[src/rtl/nibble_reader_pkg.sv]
package nibble_reader_pkg;
  typedef struct packed {
    logic takeLo;   // capture low nibble this cycle
    logic takeHi;   // capture high nibble and publish byte
  } nibStrobe_t;

  typedef enum logic [1:0] {
    ST_IDLE,
    ST_WAIT_LO,
    ST_WAIT_HI
  } nibState_t;
endpackage

[src/rtl/nibble_reader_ctrl.sv]
module nibble_reader_ctrl
  import nibble_reader_pkg::*;
#(
  parameter int SETTLE = 4
) (
  input  logic       clk,
  input  logic       rstN,
  input  logic       start,
  output logic       nibLoSel,
  output logic       done,
  output nibStrobe_t strobe
);
  localparam int CW = $clog2(SETTLE + 1);

  nibState_t      state;
  logic [CW-1:0]  waitCnt;

  always_comb begin
    strobe.takeLo = (state == ST_WAIT_LO) && (waitCnt == '0);
    strobe.takeHi = (state == ST_WAIT_HI) && (waitCnt == '0);
  end

  always_ff @(posedge clk or negedge rstN) begin
    if (!rstN) begin
      state    <= ST_IDLE;
      waitCnt  <= '0;
      nibLoSel <= 1'b1;
      done     <= 1'b0;
    end else begin
      done <= 1'b0;
      case (state)
        ST_IDLE: begin
          nibLoSel <= 1'b1;
          if (start) begin
            state   <= ST_WAIT_LO;
            waitCnt <= CW'(SETTLE - 1);
          end
        end
        ST_WAIT_LO: begin
          if (waitCnt == '0) begin
            state    <= ST_WAIT_HI;
            waitCnt  <= CW'(SETTLE - 1);
            nibLoSel <= 1'b0;
          end else begin
            waitCnt <= waitCnt - CW'(1);
          end
        end
        ST_WAIT_HI: begin
          if (waitCnt == '0) begin
            state    <= ST_IDLE;
            nibLoSel <= 1'b1;
            done     <= 1'b1;
          end else begin
            waitCnt <= waitCnt - CW'(1);
          end
        end
        default: state <= ST_IDLE;
      endcase
    end
  end

  // done never lasts two cycles
  p_done_single_r7: assert property (@(posedge clk) disable iff (!rstN)
    done |=> !done);
  // idle always leaves the low nibble selected
  p_idle_low_r9: assert property (@(posedge clk) disable iff (!rstN)
    (state == ST_IDLE) |-> nibLoSel);
  // high-nibble wait keeps the mux on the high inputs
  p_hi_select_r3: assert property (@(posedge clk) disable iff (!rstN)
    (state == ST_WAIT_HI) |-> !nibLoSel);
  // a running wait only counts down, whatever start does
  p_no_restart_r8: assert property (@(posedge clk) disable iff (!rstN)
    ((state != ST_IDLE) && (waitCnt != '0)) |=>
      ((state == $past(state)) && (waitCnt == $past(waitCnt) - CW'(1))));
endmodule

[src/rtl/nibble_reader_dp.sv]
module nibble_reader_dp
  import nibble_reader_pkg::*;
#(
  parameter int          NIB      = 4,
  parameter logic [2*NIB-1:0] INV_MASK = 8'h88
) (
  input  logic             clk,
  input  logic             rstN,
  input  nibStrobe_t       strobe,
  input  logic [2*NIB-1:0] statusIn,
  output logic [2*NIB-1:0] byteOut
);
  localparam int BW = 2 * NIB;

  logic [NIB-1:0] loNib;
  logic [NIB-1:0] upperBits;

  assign upperBits = statusIn[BW-1:NIB];

  always_ff @(posedge clk or negedge rstN) begin
    if (!rstN) begin
      loNib   <= '0;
      byteOut <= '0;
    end else begin
      if (strobe.takeLo) loNib <= upperBits;
      if (strobe.takeHi) byteOut <= {upperBits, loNib} ^ INV_MASK;
    end
  end

  // the byte moves only on a high-nibble capture
  p_byte_hold_r7: assert property (@(posedge clk) disable iff (!rstN)
    !strobe.takeHi |=> $stable(byteOut));
  // captures are one at a time
  p_one_take_r2: assert property (@(posedge clk) disable iff (!rstN)
    !(strobe.takeLo && strobe.takeHi));
endmodule

[src/rtl/nibble_reader.sv]
module nibble_reader
  import nibble_reader_pkg::*;
#(
  parameter int SETTLE = 4
) (
  input  logic       clk,
  input  logic       rstN,
  input  logic       start,
  input  logic [7:0] statusIn,
  output logic       nibLoSel,
  output logic [7:0] byteOut,
  output logic       done
);
  nibStrobe_t strobe;

  nibble_reader_ctrl #(.SETTLE(SETTLE)) u_ctrl (
    .clk(clk), .rstN(rstN), .start(start),
    .nibLoSel(nibLoSel), .done(done), .strobe(strobe)
  );

  nibble_reader_dp #(.NIB(4), .INV_MASK(8'h88)) u_dp (
    .clk(clk), .rstN(rstN), .strobe(strobe),
    .statusIn(statusIn), .byteOut(byteOut)
  );

  // the byte only moves on the cycle done is raised
  p_byte_with_done_r7: assert property (@(posedge clk) disable iff (!rstN)
    !$stable(byteOut) |-> done);
endmodule

[config.mk]
export PLATFORM = sky130hd
export DESIGN_NAME = nibble_reader
export DESIGN_NICKNAME = d
export VERILOG_FILES = /design/src/rtl/nibble_reader_pkg.sv /design/src/rtl/nibble_reader_ctrl.sv /design/src/rtl/nibble_reader_dp.sv /design/src/rtl/nibble_reader.sv
export SDC_FILE = /design/constraint.sdc
export NUM_CORES = 1
export LEC_CHECK = 0
export BUFFER_PORTS_ARGS = -buffer_cell sky130_fd_sc_hd__buf_2
export CORE_MARGIN = 5
export CORE_UTILIZATION = 30
export CTS_CLUSTER_DIAMETER = 30
export DETAILED_ROUTE_END_ITERATION = 12
export PLACE_DENSITY = 0.59
export RECOVER_POWER = 25
export SYNTH_ARGS = -nofsm -noshare
export SYNTH_HDL_FRONTEND = slang
export SYNTH_HIERARCHICAL = 1
export SYNTH_SLANG_ARGS = --single-unit
[constraint.sdc]
create_clock -name clk -period 4.5 [get_ports clk]
set_clock_uncertainty 0.15 [all_clocks]
set_input_delay 0.9 -clock clk [delete_from_list [all_inputs] [get_ports clk]]
set_output_delay 0.9 -clock clk [all_outputs]
set_load 0.03 [all_outputs]
==> impl_metrics.csv, run 1 <==
group,metric,value,unit
status,status,"complete, no violations",
sta,min_period,2060,ps
yosys,yosysUniqueCellTypes,27,
cells_and_area,fillers,320,
setup_path,cp_slowest_cell,"dfstp_2",
sta,maxSlewHeadroom,32.3,%
setup_path,cp-start-kind,"flop",
sta,final_max_slew_viol_count,0,
yosys,synth_ff_type,"dfrtp_1",
routing,drc,0,
cts,htree_levels,1,
cells_and_area,regArea,477,sq um
die,die_w,66.3,um
die,die_area,4400,sq um
setup_path,cp_max_fo,2,
yosys,synthTopCellsByArea,"dfrtp_1 (47%), mux2_4 (9.5%), ha_1 (7.9%)",
cts,post_cts_resized,0,
routing,drtIter0Drc,26,
grt,grt_pass1_wl,2930,um
cts,numCtsBuffers,3,
worst_hold_path,whs_path_depth,1,
place,post-dp-hpwl,1280,um
cts,post_cts_buffers,0,
cells_and_area,fin_area,1100,sq um
yosys,yosysWarnings,6,
yosys,synth_most_common_cell,"dfrtp_1",
job,cap_violations,0,
cells_and_area,multiInputGateArea,430,sq um
yosys,netlist_area,952,sq um
grt,grt_max_degree,20,
die,ios,21,
worst_hold_path,hold_end,"u_dp/byteOut[3]",
grt,grtUsageTotal,8.75,%
cts,path_clk_slew,100,ps
setup_path,critPathKind,"reg -> out",
yosys,synthCells,77,
cts,cts_hold_buf,0,
setup_path,cp-end-kind,"output pin",
power_and_ir_drop,powerDensity,658,nW/um^2
sta,finalHoldViolations,0,
sta,fin_tns_setup,0,ps
place,place_congestion,0.777,
sta,whs,307,ps
yosys,async_flop_share,100,%
worst_hold_path,hold_start,"u_dp/loNib[3]",
routing,drt-total-wl,1670,um
yosys,synth_top_area_cell,"dfrtp_1",
setup_path,r2r_slack,2560,ps
setup_path,regToRegStartpoint,"u_ctrl/waitCnt[0]",
cts,cts_tree,"done",
setup_path,path_depth,1,
yosys,synth_seq_cells,19,
cts,cts_root_buf,"clkbuf_4",
grt,antenna_found_initial,0,
yosys,yosysSeqAreaShare,50.1,%
routing,antenna_left,0,
setup_path,cp_num_buf_inv,1,
setup_path,path_cells,"buf_2",
cts,insertion_delay,290,ps
cells_and_area,n_antenna_cell,0,
cells_and_area,fin_nets,114,
setup_path,r2r_end,"u_dp/byteOut[1]",
setup_path,required,3450,ps
cells_and_area,drive_gt1_share,34.4,%
power_and_ir_drop,ir_drop,0.162,mV
setup_path,cp.arrival,1010,ps
routing,via_count,614,
setup_path,crit_path_max_incr_delay,540,ps
cells_and_area,syn_to_final_growth,15.6,%
sta,setup_viol,0,
sta,rsz0062_at_grt,"no",
yosys,yosys.area.top_type_share,47.3,%
power_and_ir_drop,leakagePower,0.555,nW
yosys,syn_avg_cell_area,12.4,sq um
routing,viasPerCell,4.39,
routing,wl_per_cell,11.9,um
cts,cts_sinks,19,
place,port_buffers,16,
sta,fmax,486,MHz
yosys,synth.net_count,94,
grt,grt.overflow.total,0,
grt,grt_pass1_vias,627,
die,rows,20,
routing,dr.pass1.iters,4,
sta,worst_slew_pin_slew,1020,ps
worst_hold_path,hold_class,"reg -> reg",
yosys,synthTopCellsByCount,"dfrtp_1 (18), inv_1 (9), ha_1 (6), mux2_4 (6)",
place,place_area,1080,sq um
cts,clock_path_buffers,2,
die,start_util,31.2,%
sta,fin_crit_sh,45.8,%
setup_path,reg2reg_depth,5,
die,die_h,66.3,um
die,core,3050,sq um
yosys,synth_edf_count,0,
setup_path,critical_path.top_delay_family,"flip-flops",
==> state kept, by name, indices dropped and copies added (netlist names) <==
| name | count |
|---|---|
| u_ctrl/done | 1 |
| u_ctrl/waitCnt | 3 |
| u_ctrl/state | 2 |
| u_dp/loNib | 4 |
| u_ctrl/nibLoSel | 1 |
| u_dp/byteOut | 8 |
==> cell usage in the layout, fill, tap and decap left out <==
cell type | netlist | final
clkbuf_1 | 0 | 2
a21o_1 | 1 | 1
mux2_4 | 6 | 6
o21ai_1 | 2 | 2
ha_1 | 6 | 6
a2bb2oi_1 | 2 | 2
nand2b_1 | 1 | 1
nand3b_1 | 1 | 1
o21ai_0 | 3 | 3
mux2_2 | 4 | 4
nand3b_2 | 1 | 1
nand2_1 | 1 | 1
and2b_1 | 1 | 1
o21a_1 | 1 | 1
nand3_1 | 2 | 2
dfrtp_1 | 18 | 18
nand2b_4 | 1 | 1
o31ai_2 | 1 | 1
a21oi_1 | 4 | 4
buf_2 | 0 | 15
inv_1 | 9 | 9
clkbuf_4 | 0 | 3
nor2b_1 | 3 | 3
a41oi_1 | 1 | 1
mux2i_1 | 1 | 1
a2bb2oi_2 | 1 | 1
dfstp_2 | 1 | 1
nor2_1 | 3 | 3
nand4_1 | 1 | 1
==> final cells by class <==
type / count / area share [%]
flip-flops and latches: 19 / 43.3
multi-input cells: 48 / 39.1
repair buffers: 16 / 7.16
well taps: 44 / 5.00
inverters: 9 / 3.07
clock buffers: 4 / 2.39
==> power by group <==
group | internal, mW | switching [mW] | total, mW
sequential | 0.239 | 0.0344 | 0.274
clock | 0.0344 | 0.0488 | 0.0832
combinational | 0.163 | 0.205 | 0.368
total | 0.436 | 0.289 | 0.725
==> worst register-to-register path: cells and delay by family (launching register included) <==
family	cells	cell delay, ps
buffers and inverters	2	490
muxes	1	350
and+or+nand+nor	1	160
adders and majority gates	1	300
DFF	1	390
==> metal layers <==
metal / part of all wire, % / global-route usage, % / wire length (um) / up-vias
met3: 6.2 / 2.89 / 103 / 2
met4: 0.48 / 3.81 / 8 / 0
met5: 0 / 0 / 0 / -
met2: 45 / 13.5 / 745 / 16
met1: 49 / 11.0 / 810 / 292
li1: - / - / - / 304
==> how the worst max path moves through the flow <==
stage / end / slack, ps / from
after floorplan: u_dp/byteOut[0] / 2850 / u_ctrl/waitCnt[0]
after global placement: u_dp/byteOut[6] / 2590 / u_ctrl/waitCnt[0]
after detailed placement: u_dp/byteOut[5] / 2570 / u_ctrl/waitCnt[0]
after CTS: nibLoSel / 2410 / u_ctrl/nibLoSel
after global routing: nibLoSel / 2390 / u_ctrl/nibLoSel
final: nibLoSel / 2440 / u_ctrl/nibLoSel
==> through the flow <==
step | setup slack, ps | instances | util (%) | total power [mW]
6_report | 2440 | 140 | 36.1 | 0.725
4_1_cts | 2410 | 140 | 36.1 | 0.737
2_1_floorplan | 2850 | 77 | - | 0.567
3_5_place_dp | 2570 | 136 | 35.2 | 0.648
5_1_grt | 2390 | 140 | 36.1 | 0.792
3_3_place_gp | 2590 | 136 | 35.2 | 0.641
==> logic make-up after synthesis <==
group / share of synthesized area [%]
compound gates: 12.0
flops: 50.1
fa+ha+maj: 7.88
mux: 15.2
simple gates: 10.1
buf+inv: 4.73
Power figures use the tool's default switching activity.
==> run 2: changes to the inputs <==
--- a/config.mk
+++ b/config.mk
@@ -5,12 +5,13 @@
 export SDC_FILE = /design/constraint.sdc
 export NUM_CORES = 1
 export LEC_CHECK = 0
+export ABC_AREA = 1
 export BUFFER_PORTS_ARGS = -buffer_cell sky130_fd_sc_hd__buf_2
 export CORE_MARGIN = 5
 export CORE_UTILIZATION = 30
 export CTS_CLUSTER_DIAMETER = 30
 export DETAILED_ROUTE_END_ITERATION = 12
-export PLACE_DENSITY = 0.59
+export PLACE_DENSITY = 0.61
 export RECOVER_POWER = 25
 export SYNTH_ARGS = -nofsm -noshare
 export SYNTH_HDL_FRONTEND = slang
==> constraint.sdc (replaced) <==
create_clock -name clk -period 1.7 [get_ports clk]
set_clock_uncertainty 0.15 [all_clocks]
set_input_delay 0.34 -clock clk [delete_from_list [all_inputs] [get_ports clk]]
set_output_delay 0.34 -clock clk [all_outputs]
set_load 0.03 [all_outputs]
==> impl_metrics.csv, run 2 <==
group,metric,value,unit
routing,drtIter0Drc,30,
sta,rsz0062_at_grt,"no",
routing,drc,0,
grt,grt_pass1_wl,3090,um
routing,antenna_left,0,
yosys,synth_edf_count,0,
sta,worst_slew_pin_slew,468,ps
place,port_buffers,16,
worst_hold_path,hold_class,"in -> reg",
cts,cts_sinks,19,
setup_path,cp.arrival,1570,ps
setup_path,cp-endpoint,"u_dp/byteOut[4]",
job,cap_violations,0,
sta,setup_viol,0,
setup_path,cp-start-kind,"flop",
die,ios,21,
yosys,yosys.area.top_type_share,46.7,%
place,place_congestion,0.776,
cells_and_area,fin_util,36.6,%
power_and_ir_drop,ir_drop,0.578,mV
grt,grt_pass1_vias,734,
cells_and_area,regMostFlops,"u_dp/byteOut",
setup_path,cp-end-kind,"flop",
die,die_area,4450,sq um
setup_path,path_cells,"inv_1, ha_1, nand3_2, inv_2, inv_2, nand2_1, nand2_1",
cts,htree_levels,1,
grt,grt_max_degree,20,
cts,numCtsBuffers,3,
die,start_util,31.3,%
yosys,yosysUniqueCellTypes,19,
cells_and_area,n_antenna_cell,0,
sta,finalHoldViolations,0,
yosys,synth_top_area_cell,"dfrtp_1",
yosys,synthCells,113,
sta,final_max_slew_viol_count,0,
cts,cts_tree,"done",
sta,min_period,1520,ps
sta,fmax,656,MHz
yosys,yosysWarnings,6,
yosys,synth_most_common_cell,"nand2_1",
die,die_w,66.7,um
setup_path,regToRegStartpoint,"u_ctrl/state[0]",
routing,dr.pass1.iters,4,
routing,via_count,748,
routing,drt-total-wl,1760,um
routing,viasPerCell,4.23,
yosys,async_flop_share,100,%
cts,path_clk_slew,110,ps
power_and_ir_drop,leakagePower,0.633,nW
cts,insertion_delay,290,ps
grt,grtUsageTotal,9.46,%
setup_path,worstSetupStartpoint,"u_ctrl/state[0]",
setup_path,crit_path_max_incr_delay,420,ps
cts,clock_path_buffers,2,
setup_path,r2r_end,"u_dp/byteOut[4]",
cells_and_area,final_common_cell,"nand2_1",
cells_and_area,reg_top3,"u_dp/byteOut: 8 flops, u_dp/loNib: 4 flops, u_ctrl/waitCnt: 3 flops",
grt,antenna_found_initial,0,
setup_path,critPathKind,"reg -> reg",
cells_and_area,syn_to_final_growth,16.7,%
status,status,"complete, no violations",
cells_and_area,final_cell_mix,"nand2_1 (49), dfrtp_1 (18), buf_2 (15), inv_1 (12), ha_1 (6)",
sta,fin_crit_sh,89.7,%
yosys,synthTopCellsByArea,"dfrtp_1 (47%), nand2_1 (19%), ha_1 (7.8%)",
die,die_h,66.7,um
die,core,3080,sq um
setup_path,reg2reg_depth,7,
die,rows,20,
cells_and_area,largest_reg_flops,8,
cells_and_area,final_cell_count_no_fill,177,
place,dpl.cell_count,172,
setup_path,cp_max_fo,12,
yosys,synth_seq_cells,19,
cells_and_area,drive_gt1_share,26.3,%
cells_and_area,fin_nets,151,
yosys,syn_avg_cell_area,8.54,sq um
routing,wl_per_cell,9.93,um
yosys,yosysSeqAreaShare,49.4,%
sta,fin_tns_setup,0,ps
cts,cts_root_buf,"clkbuf_4",
sta,whs,117,ps
grt,grt.overflow.total,0,
setup_path,cp_slowest_cell,"dfrtp_1",
sta,maxSlewHeadroom,68.8,%
setup_path,required,1750,ps
yosys,synth.net_count,130,
setup_path,r2r_slack,180,ps
yosys,synthTopCellsByCount,"nand2_1 (49), dfrtp_1 (18), inv_1 (12)",
cts,post_cts_buffers,0,
place,post-dp-hpwl,1410,um
yosys,synth_ff_type,"dfrtp_1",
yosys,netlist_area,965,sq um
power_and_ir_drop,powerDensity,2020,nW/um^2
-- run 2: changes by cell type in the layout (fill, tap and decap cells not counted), moves of 4 or more --
cell,change
inv_2,+4
mux2_2,-4
mux2_4,-6
nand2_1,+48
nand2_4,+4
-- run 2: cells by family after synthesis --
logic type      share of synthesized area (%)
simple gates                             30.6
flops                                    49.4
buf+inv                                  7.39
compound gates                           4.80
fa+ha+maj                                7.78
-- run 2: report_power, final --
group / leakage, nW / internal, mW / switching, mW
registers: 0.230 / 0.677 / 0.107
clock network: 0.0177 / 0.0875 / 0.136
logic: 0.386 / 0.426 / 0.836
total: 0.633 / 1.19 / 1.08
-- run 2: area by class of cell --
type                    count  area [sq um]
clock buffers               3          22.5
clock inverters             1          5.00
fillers                   332          1950
inverters                  16          60.1
multi-input cells          77           417
flip-flops and latches     19           477
well taps                  44          55.1
repair buffers             17          90.1
-- run 2: metal layers --
layer | GRT usage [%] | vias to the layer above | wire, um
met2 | 17.6 | 18 | 906
met3 | 2.53 | 2 | 122
li1 | - | 382 | -
met4 | 3.81 | 0 | 9
met1 | 9.95 | 346 | 719
met5 | 0 | - | 0
-- run 2: worst min-delay path by stage --
stage / start / endpoint / cells past startpoint
floorplan: rstN / u_ctrl/done / 0
global placement: rstN / u_dp/byteOut[1] / 1
detailed placement: rstN / u_dp/byteOut[1] / 1
CTS: statusIn[7] / u_dp/loNib[3] / 3
global route: statusIn[5] / u_dp/byteOut[5] / 3
finish: statusIn[6] / u_dp/byteOut[6] / 3
-- run 2: per-stage QoR --
step / instance area (sq um) / setup WS, ps / power (mW)
2_1_floorplan: 965 / 319 / 1.78
5_1_grt: 1130 / 37.9 / 2.51
4_1_cts: 1130 / 149 / 2.31
3_5_place_dp: 1090 / 166 / 2.07
6_report: 1130 / 176 / 2.27
3_3_place_gp: 1090 / 212 / 2.03
-- run 2: critical path, delay by kind of cell (launching register included) --
kind | cells | cell delay [ps]
adders and majority gates | 1 | 200
buffers and inverters | 3 | 440
DFF | 1 | 420
and+or+nand+nor | 3 | 230
-- run 2: repair_timing --
action | CTS | global route
resized for setup | 0 | 0
hold endpoints to repair | 18 | 0
hold buffers | 1 | 0
